[config.mk]
export PLATFORM = sky130hd
export DESIGN_NAME = spec_state_keeper
export DESIGN_NICKNAME = d
export VERILOG_FILES = /design/src/rtl/spk_pkg.sv /design/src/rtl/spk_regfile.sv /design/src/rtl/spk_store_buf.sv /design/src/rtl/spec_state_keeper.sv
export SDC_FILE = /design/constraint.sdc
export NUM_CORES = 1
export LEC_CHECK = 0
export ABC_CLOCK_PERIOD_IN_PS = 9400
export BUFFER_PORTS_ARGS = -buffer_cell sky130_fd_sc_hd__buf_2
export CAP_MARGIN = 20
export CORE_ASPECT_RATIO = 1.25
export CORE_UTILIZATION = 40
export CTS_CLUSTER_SIZE = 28
export DETAILED_ROUTE_END_ITERATION = 6
export PLACE_DENSITY = 0.53
export SLEW_MARGIN = 5
export SYNTH_ARGS = -nofsm -noshare
export SYNTH_HDL_FRONTEND = slang
export SYNTH_SLANG_ARGS = --single-unit
[constraint.sdc]
create_clock -name clk -period 9.4 [get_ports clk]
set_input_delay 0.47 -clock clk [delete_from_list [all_inputs] [get_ports clk]]
set_output_delay 0.47 -clock clk [all_outputs]
set_load 0.05 [all_outputs]
[src/rtl/spk_pkg.sv]
// Shared types for the speculative state keeper.
// Assumes word-addressed stores with one enable bit per data byte.
package spk_pkg;
    localparam int DW = 32;
    localparam int AW = 8;
    localparam int BW = DW / 8;

    typedef struct packed {
        logic [AW-1:0] addr;
        logic [DW-1:0] data;
        logic [BW-1:0] be;
    } sb_entry_t;
endpackage

[src/rtl/spk_regfile.sv]
// Working/shadow register pair array.
// Reads return the working copy combinationally.
// Assumes commit and rollback are single-cycle pulses; rollback has priority.
module spk_regfile #(
    parameter int NREG = 8,
    parameter int DW   = 32,
    localparam int RW  = $clog2(NREG)
) (
    input  logic          clk,
    input  logic          rst_n,
    input  logic [RW-1:0] rd_addr,
    output logic [DW-1:0] rd_data,
    input  logic          wr_en,
    input  logic [RW-1:0] wr_addr,
    input  logic [DW-1:0] wr_data,
    input  logic          do_commit,
    input  logic          do_rollback
);
    logic [DW-1:0] work_q   [NREG];
    logic [DW-1:0] shadow_q [NREG];
    logic [DW-1:0] work_nx  [NREG];

    assign rd_data = work_q[rd_addr];

    for (genvar g = 0; g < NREG; g++) begin : g_reg
        // Next working value of one register: write applied unless rollback.
        always_comb begin
            if (do_rollback)
                work_nx[g] = shadow_q[g];
            else if (wr_en && wr_addr == RW'(g))
                work_nx[g] = wr_data;
            else
                work_nx[g] = work_q[g];
        end

        // Register update of the working and shadow copies.
        always_ff @(posedge clk) begin
            if (!rst_n) begin
                work_q[g]   <= '0;
                shadow_q[g] <= '0;
            end else begin
                work_q[g] <= work_nx[g];
                if (do_commit && !do_rollback)
                    shadow_q[g] <= work_nx[g];
            end
        end
    end
endmodule

[src/rtl/spk_store_buf.sv]
// Gated store buffer with byte-wise youngest-first load forwarding and an
// in-order drain started by commit.
// Assumes DEPTH is a power of two. Entries live at indices [0, count);
// index order is program order.
module spk_store_buf
    import spk_pkg::*;
#(
    parameter int DEPTH = 4,
    localparam int IW   = $clog2(DEPTH),
    localparam int CW   = $clog2(DEPTH + 1)
) (
    input  logic          clk,
    input  logic          rst_n,
    input  logic          st_valid,
    input  logic [AW-1:0] st_addr,
    input  logic [DW-1:0] st_data,
    input  logic [BW-1:0] st_be,
    output logic          st_stall,
    input  logic [AW-1:0] ld_addr,
    input  logic [DW-1:0] mem_rd_data,
    output logic [DW-1:0] ld_data,
    input  logic          commit,
    input  logic          rollback,
    output logic          mem_wr_valid,
    input  logic          mem_wr_ready,
    output logic [AW-1:0] mem_wr_addr,
    output logic [DW-1:0] mem_wr_data,
    output logic [BW-1:0] mem_wr_be,
    output logic [CW-1:0] count_o,
    output logic          draining_o
);
    sb_entry_t     ent_q [DEPTH];
    logic [CW-1:0] count_q;
    logic [CW-1:0] didx_q;
    logic          drain_q;
    logic          full;
    logic          accept;

    assign full     = (count_q == CW'(DEPTH));
    assign accept   = st_valid && !full && !drain_q && !commit && !rollback;
    assign st_stall = st_valid && !accept;

    assign mem_wr_valid = drain_q;
    assign mem_wr_addr  = ent_q[didx_q[IW-1:0]].addr;
    assign mem_wr_data  = ent_q[didx_q[IW-1:0]].data;
    assign mem_wr_be    = ent_q[didx_q[IW-1:0]].be;
    assign count_o      = count_q;
    assign draining_o   = drain_q;

    // Control: fill, rollback discard, commit start and drain stepping.
    always_ff @(posedge clk) begin
        if (!rst_n) begin
            count_q <= '0;
            didx_q  <= '0;
            drain_q <= 1'b0;
        end else if (drain_q) begin
            if (mem_wr_ready) begin
                if (didx_q == count_q - CW'(1)) begin
                    drain_q <= 1'b0;
                    count_q <= '0;
                    didx_q  <= '0;
                end else begin
                    didx_q <= didx_q + CW'(1);
                end
            end
        end else if (rollback) begin
            count_q <= '0;
        end else if (commit) begin
            if (count_q != '0) begin
                drain_q <= 1'b1;
                didx_q  <= '0;
            end
        end else if (accept) begin
            count_q <= count_q + CW'(1);
        end
    end

    // Entry storage: capture an accepted store at the tail.
    always_ff @(posedge clk) begin
        if (accept)
            ent_q[count_q[IW-1:0]] <= '{addr: st_addr, data: st_data, be: st_be};
    end

    for (genvar b = 0; b < BW; b++) begin : g_byte
        // Per-byte forward: later (younger) matching entries override older ones.
        always_comb begin
            ld_data[8*b +: 8] = mem_rd_data[8*b +: 8];
            for (int i = 0; i < DEPTH; i++) begin
                if (CW'(i) < count_q && ent_q[i].addr == ld_addr && ent_q[i].be[b])
                    ld_data[8*b +: 8] = ent_q[i].data[8*b +: 8];
            end
        end
    end
endmodule

[src/rtl/spec_state_keeper.sv]
// Top: speculative register checkpoint plus gated store buffer.
// Assumes commit and rollback are pulses; rollback wins when both are high.
module spec_state_keeper #(
    parameter int NREG     = 8,
    parameter int SB_DEPTH = 4,
    localparam int DW      = spk_pkg::DW,
    localparam int AW      = spk_pkg::AW,
    localparam int BW      = spk_pkg::BW,
    localparam int RW      = $clog2(NREG),
    localparam int CW      = $clog2(SB_DEPTH + 1)
) (
    input  logic          clk,
    input  logic          rst_n,
    input  logic [RW-1:0] rd_addr,
    output logic [DW-1:0] rd_data,
    input  logic          wr_en,
    input  logic [RW-1:0] wr_addr,
    input  logic [DW-1:0] wr_data,
    input  logic          st_valid,
    input  logic [AW-1:0] st_addr,
    input  logic [DW-1:0] st_data,
    input  logic [BW-1:0] st_be,
    output logic          st_stall,
    input  logic [AW-1:0] ld_addr,
    output logic [DW-1:0] ld_data,
    output logic [AW-1:0] mem_rd_addr,
    input  logic [DW-1:0] mem_rd_data,
    input  logic          commit,
    input  logic          rollback,
    output logic          mem_wr_valid,
    input  logic          mem_wr_ready,
    output logic [AW-1:0] mem_wr_addr,
    output logic [DW-1:0] mem_wr_data,
    output logic [BW-1:0] mem_wr_be
);
    logic [CW-1:0] sb_count;
    logic          sb_draining;

    assign mem_rd_addr = ld_addr;

    spk_regfile #(.NREG(NREG), .DW(DW)) regs_i (
        .clk(clk), .rst_n(rst_n),
        .rd_addr(rd_addr), .rd_data(rd_data),
        .wr_en(wr_en), .wr_addr(wr_addr), .wr_data(wr_data),
        .do_commit(commit), .do_rollback(rollback)
    );

    spk_store_buf #(.DEPTH(SB_DEPTH)) sbuf_i (
        .clk(clk), .rst_n(rst_n),
        .st_valid(st_valid), .st_addr(st_addr), .st_data(st_data), .st_be(st_be),
        .st_stall(st_stall),
        .ld_addr(ld_addr), .mem_rd_data(mem_rd_data), .ld_data(ld_data),
        .commit(commit), .rollback(rollback),
        .mem_wr_valid(mem_wr_valid), .mem_wr_ready(mem_wr_ready),
        .mem_wr_addr(mem_wr_addr), .mem_wr_data(mem_wr_data), .mem_wr_be(mem_wr_be),
        .count_o(sb_count), .draining_o(sb_draining)
    );
endmodule

Word level (Yosys, flattened, before mapping) --
Memories as Yosys holds them, arrays and structs flattened. A register that Yosys moved wholly into a read port is not among the register bits. Index checks and enable logic that the tools add are counted.
Storage, ports and cells: flip-flop bits (word level) 7, memory bits (writable) 688, logic and storage cells 167, memories 3, output and inout port bits 118
Cells by class: add/sub/neg operators 3, multiplexer cells 75, eq/ne operators 17, bitwise gates (word level) 16, $lt $le $gt $ge 4, reductions and logical operators 46
Memories:
- regs_i.shadow_q | depth 8, bits a word 32, read ports 8, clocked after Yosys merged registers in 0, wr ports 8, line spk_regfile.sv:20 | logic [DW-1:0] shadow_q [NREG];
- regs_i.work_q | depth 8, bits a word 32, read ports 9, clocked after Yosys merged registers in 0, wr ports 8, line spk_regfile.sv:19 | logic [DW-1:0] work_q [NREG];
- sbuf_i.ent_q | depth 4, bits a word 44, read ports 5, clocked after Yosys merged registers in 1, wr ports 1, line spk_store_buf.sv:32 | sb_entry_t ent_q [DEPTH];
Operator list (number):
- $mux W32 | 32
- $mux W8 | 16
- $mux W3 | 12
- $logic_and A1 B1 Y1 | 34
- $eq A8 B8 Y1 | 4
- $or A1 B1 Y1 | 16
- $eq A3 B3 Y1 const B | 5
- $mux W1 | 13
- $reduce_and A4 Y1 | 2
- $add A3 B1 Y3 const B | 2
- $eq A3 B2 Y1 const B | 2
- $lt A1 B3 Y1 const A | 2
- $lt A2 B3 Y1 const A | 2
- $reduce_bool A3 Y1 | 2
- $logic_not A1 Y1 | 5
- $mux W2 | 2
- $ne A2 B2 Y1 const B | 2
- $reduce_bool A2 Y1 | 2
- $eq A3 B1 Y1 const B | 1
- $eq A3 B3 Y1 | 1
- $logic_not A3 Y1 | 1
- $ne A3 B1 Y1 const B | 1
- $sub A3 B1 Y3 const B | 1
- $ne A2 B1 Y1 const B | 1

Longest topological paths before layout --
depth after elaboration 10, depth in mapped cells 9, gate-level depth less buffers 8

Modules after synthesis --
A second synthesis with hierarchy kept.
Unflattened totals: cells, all modules 2459, area total of the unflattened synthesis 31321.3 um^2
Modules (own cells, without submodules):
- spk_regfile | area each 22643.0 um^2, sequential area each 12812.3 um^2, cells each 1929, times used 1
- spk_store_buf | area each 8618.3 um^2, sequential area each 5465.2 um^2, cells each 522, times used 1
- spec_state_keeper | area each 60.1 um^2, sequential area each 0.0 um^2, cells each 8, times used 1

Worst setup path before layout --
No wires, ideal clock.
path type input to register, start input port rollback, end memory regs_i.shadow_q[0][0], enable pin, arrival 5.527 ns, cell stages on the path 5, required time 7.444 ns, buffers on the path 3, path slack 1.918 ns, cells stage by stage nand2b_1 -> clkbuf_1 -> clkbuf_1 -> clkbuf_1 -> nand2_1
RTL lines:
- from (decl) | line spec_state_keeper.sv:29 | input logic rollback,
- to (decl) | line spk_regfile.sv:20

Worst setup path in the final report --
start register sbuf_i.count_q[1] (netlist: sbuf_i.count_o[1]), end output port ld_data[23]
On the way: longest elaborated chain between the ends 7, elaborated cells on any way between the ends 16
RTL lines:
- from (decl) | line spk_store_buf.sv:33 | logic [CW-1:0] count_q;
- from (signal assigned) | line spk_store_buf.sv:74 | count_q <= count_q + CW'(1);
- $lt A1 B3 Y1 | line spk_store_buf.sv:89 | if (CW'(i) < count_q && ent_q[i].addr == ld_addr && ent_q[i].be[b])
- $logic_and A1 B1 Y1 (2 in series) | line spk_store_buf.sv:89
- $mux W8 (3 in series) | line spk_store_buf.sv:89
- $mux W8 (*) | line spk_store_buf.sv:89
- to (decl) | line spec_state_keeper.sv:25 | output logic [DW-1:0] ld_data,
Mark *: on every way between the ends. The rest lies on a longest branch, timed or not.

==> results.json <==
{
  "outcome": "finished, final reports clean",
  "ys_types": 54,
  "cts.sinks": 697,
  "dpl_worst_slack_ns": 5.61,
  "reg2regPathDepth": 6,
  "ys_warn_count": 0,
  "ys_seq_area_share_pct": 56.2,
  "min_period_ns": 3.92,
  "fp.coreArea_um2": 80300,
  "die-area_um2": 82500,
  "fp.dieW_um": 257,
  "finClkSkew_ns": 0.0215,
  "dr.pass1.iters": 5,
  "cp_max_fo": 9,
  "hp-class": "in -> reg",
  "top_layer": "met5",
  "yosysTopAreaCell": "edfxtp_1",
  "post_drt_wl_per_cell_um": 20.9,
  "synthArstFlopShare_pct": 0,
  "swShare_pct": 23.9,
  "drtIter0Drc": 1254,
  "synthFlopType": "edfxtp_1",
  "ctsResizeCount": 0,
  "drive_above_1_share_pct": 19.1,
  "power.internal_mw": 5.28,
  "endpoint_kind": "primary output",
  "hold_buffers": 0,
  "clock_power_share_pct": 41.6,
  "portBuffers": 246,
  "post-route-period-util_pct": 41.7,
  "fmax_ghz": 0.255,
  "area_growth_pct": 13.0,
  "netlist_instances": 2683,
  "syn-cell-area_um2": 32500,
  "first_global_vias": 21400,
  "finalSetupViolCount": 0,
  "hpwl_um": 45200,
  "routed-wl-met3_um": 5160,
  "synthTopCellsByArea": "edfxtp_1 40%, dfxtp_1 16%, mux2i_1 8.8%",
  "yosys.area.top_type_share_pct": 39.9,
  "tritoncts": "yes",
  "n_fill_cell": 7403,
  "ioPinCount": 247,
  "htree_levels": 3,
  "power_switching_mw": 1.66,
  "synthesis.nets": 2818,
  "die_h_um": 321,
  "slew_viol_final": 0,
  "grt_pass1_wl_um": 127000,
  "clockBufferDepth": 3,
  "met2WireLength_um": 40000,
  "rsz0062_at_grt": "no",
  "drtAntennaViolNets": 0,
  "power.share.sequential_pct": 49.3,
  "start_util_pct": 40.5,
  "hold-path-cell-count": 1,
  "p_leak_nw": 13.5,
  "grt_usage_pct": 19.8,
  "grt_max_degree": 263,
  "synth_edf_count": 432,
  "wl_met1_um": 34500,
  "fin_nets": 2927,
  "hold_viol_final": 0,
  "dr_total_vias": 21000,
  "place_congestion": 0.800,
  "grt_overflow": 0,
  "cts-root-buf": "clkbuf_16",
  "power_density_nw_per_um2": 189,
  "cts_made_buffers": 74,
  "setup.worst_path.class": "reg -> out",
  "routed_wl_um": 81900,
  "worstMarginPinSlew_ns": 1.07,
  "cp.arrival_ns": 3.45,
  "cp.required_ns": 8.93,
  "clk_pin_slew_worst_paths_ns": 0.06,
  "crit_path_start_kind": "flip-flop",
  "cap_violations": 0,
  "setup_slack_ns": 5.48,
  "antenna_found_initial": 16,
  "drc_errors": 0,
  "combPwrFrac_pct": 9.1,
  "avgSynthCellArea_um2": 12.1,
  "clock_latency_ns": 0.62,
  "finalSetupTns_ns": 0,
  "num_rows": 116,
  "relSlewSlack_pct": 28.4,
  "post_cts_buffers": 0,
  "ir_worst_vdd_v": 0.000173,
  "ys_ff_latch": 697,
  "vias_per_cell": 5.35
}
[Yosys cell counts (8+ instances only)]
cell type / count
edfxtp_1: 432
nor2b_1: 387
nor2_1: 295
mux2i_1: 286
dfxtp_1: 265
a21oi_1: 261
clkbuf_1: 165
nor3b_1: 133
mux4_2: 108
buf_2: 34
mux2_2: 32
nand2_1: 29
o22ai_1: 29
xor2_1: 28
buf_1: 20
a31oi_1: 19
and3_1: 18
o21ai_0: 17
buf_4: 15
a311oi_1: 14
nand3_1: 9
and2_1: 8
buf_6: 8
xnor2_1: 8
[power groups by stage]
stage / Sequential (mW) / Clock, mW / Combinational, mW
4_1_cts: 3.42 / 2.98 / 0.636
6_report: 3.42 / 2.89 / 0.628
2_1_floorplan: 3.49 / 0 / 0.467
3_5_place_dp: 3.49 / 0 / 0.633
3_3_place_gp: 3.48 / 0 / 0.626
5_1_grt: 3.43 / 3.09 / 0.685
[critical path, stage by stage, from the launching register on]
cell and delay [ns]:
dfxtp_1 0.42, inv_1 0.12, ha_1 0.21, o21bai_1 0.16, a211o_2 0.41, nor2_2 0.23
and3_1 0.47, nand3b_1 0.39, o22ai_1 0.19, buf_2 0.24
[cell type report]
cell class	count	area (um^2)	share of cell area, %
antenna	5	12.5	0.0340
inverter	7	26.3	0.0715
clock inverter	15	110	0.300
clock buffer	120	2270	6.18
multi-input combinational	1735	13200	35.9
tap	1062	1330	3.61
sequential	697	18300	49.7
timing repair buffer	277	1550	4.20
[routing by layer]
| layer | track usage, % | vias to the layer above |
|---|---|---|
| met5 | 0 | - |
| met4 | 6.83 | 18 |
| met3 | 4.85 | 164 |
| met2 | 33.4 | 543 |
| met1 | 24.7 | 10300 |
| li1 | - | 9902 |
[stage by stage]
stage / total power [mW] / cell area (um^2) / instances / util (%) / hold slack, ns
floorplan: 3.95 / 32500 / 2683 / - / 0.464
global placement: 4.11 / 34300 / 3777 / 42.8 / 0.498
detailed placement: 4.12 / 34300 / 3777 / 42.8 / 0.506
CTS: 7.03 / 36700 / 3912 / 45.8 / 0.0133
global route: 7.21 / 36800 / 3916 / 45.8 / 0.0380
finish: 6.93 / 36800 / 3918 / 45.8 / 0.0630
[logic make-up (layout without fill, tap and decap cells)]
logic type / count (synthesis) / in the layout / share of synthesized area, %
simple gates: 910 / 910 / 15.7
xor+xnor: 37 / 37 / 1.04
fa+ha+maj: 6 / 6 / 0.231
mux: 429 / 429 / 17.5
flops: 697 / 697 / 56.2
buf+inv: 251 / 419 / 3.45
compound gates: 353 / 353 / 5.90
other cells: 0 / 5 / 0
[layout by cell type, fill, tap and decap left out, types with 5 or more instances in the layout]
cell,count
dfxtp_1,263
ha_1,6
mux4_2,108
edfxtp_1,432
o21ai_0,17
and3_1,18
buf_4,29
clkbuf_16,80
clkbuf_1,28
xor2_1,28
a21oi_1,261
nor3b_1,131
a311oi_1,14
xnor2_1,8
mux2i_1,286
clkinv_1,6
buf_2,242
diode_2,5
nand3_1,9
a31oi_1,19
nor2_1,295
nand2_1,28
o22ai_1,29
clkbuf_8,13
nor2b_1,387
mux2_2,32
inv_1,7
[registers in the layout (all words and copies together) (netlist names), named ones only]
signal and count:
sbuf_i.didx_q 3, regs_i.work_q 256, sbuf_i.ent_q 176, sbuf_i.draining_o 1, regs_i.shadow_q 256, sbuf_i.count_o 3
[worst paths after layout]
check	startpoint	end	slack, ns
min	st_data[30]	sbuf_i.ent_q[1][34]	0.06
max reg2reg	sbuf_i.count_o[0]	sbuf_i.ent_q[0][27]	6.90
min reg2reg	regs_i.shadow_q[0][79]	regs_i.work_q[2][15]	0.51
max	sbuf_i.count_o[1]	ld_data[23]	5.48
No activity file was read; power rests on OpenSTA's default activity.
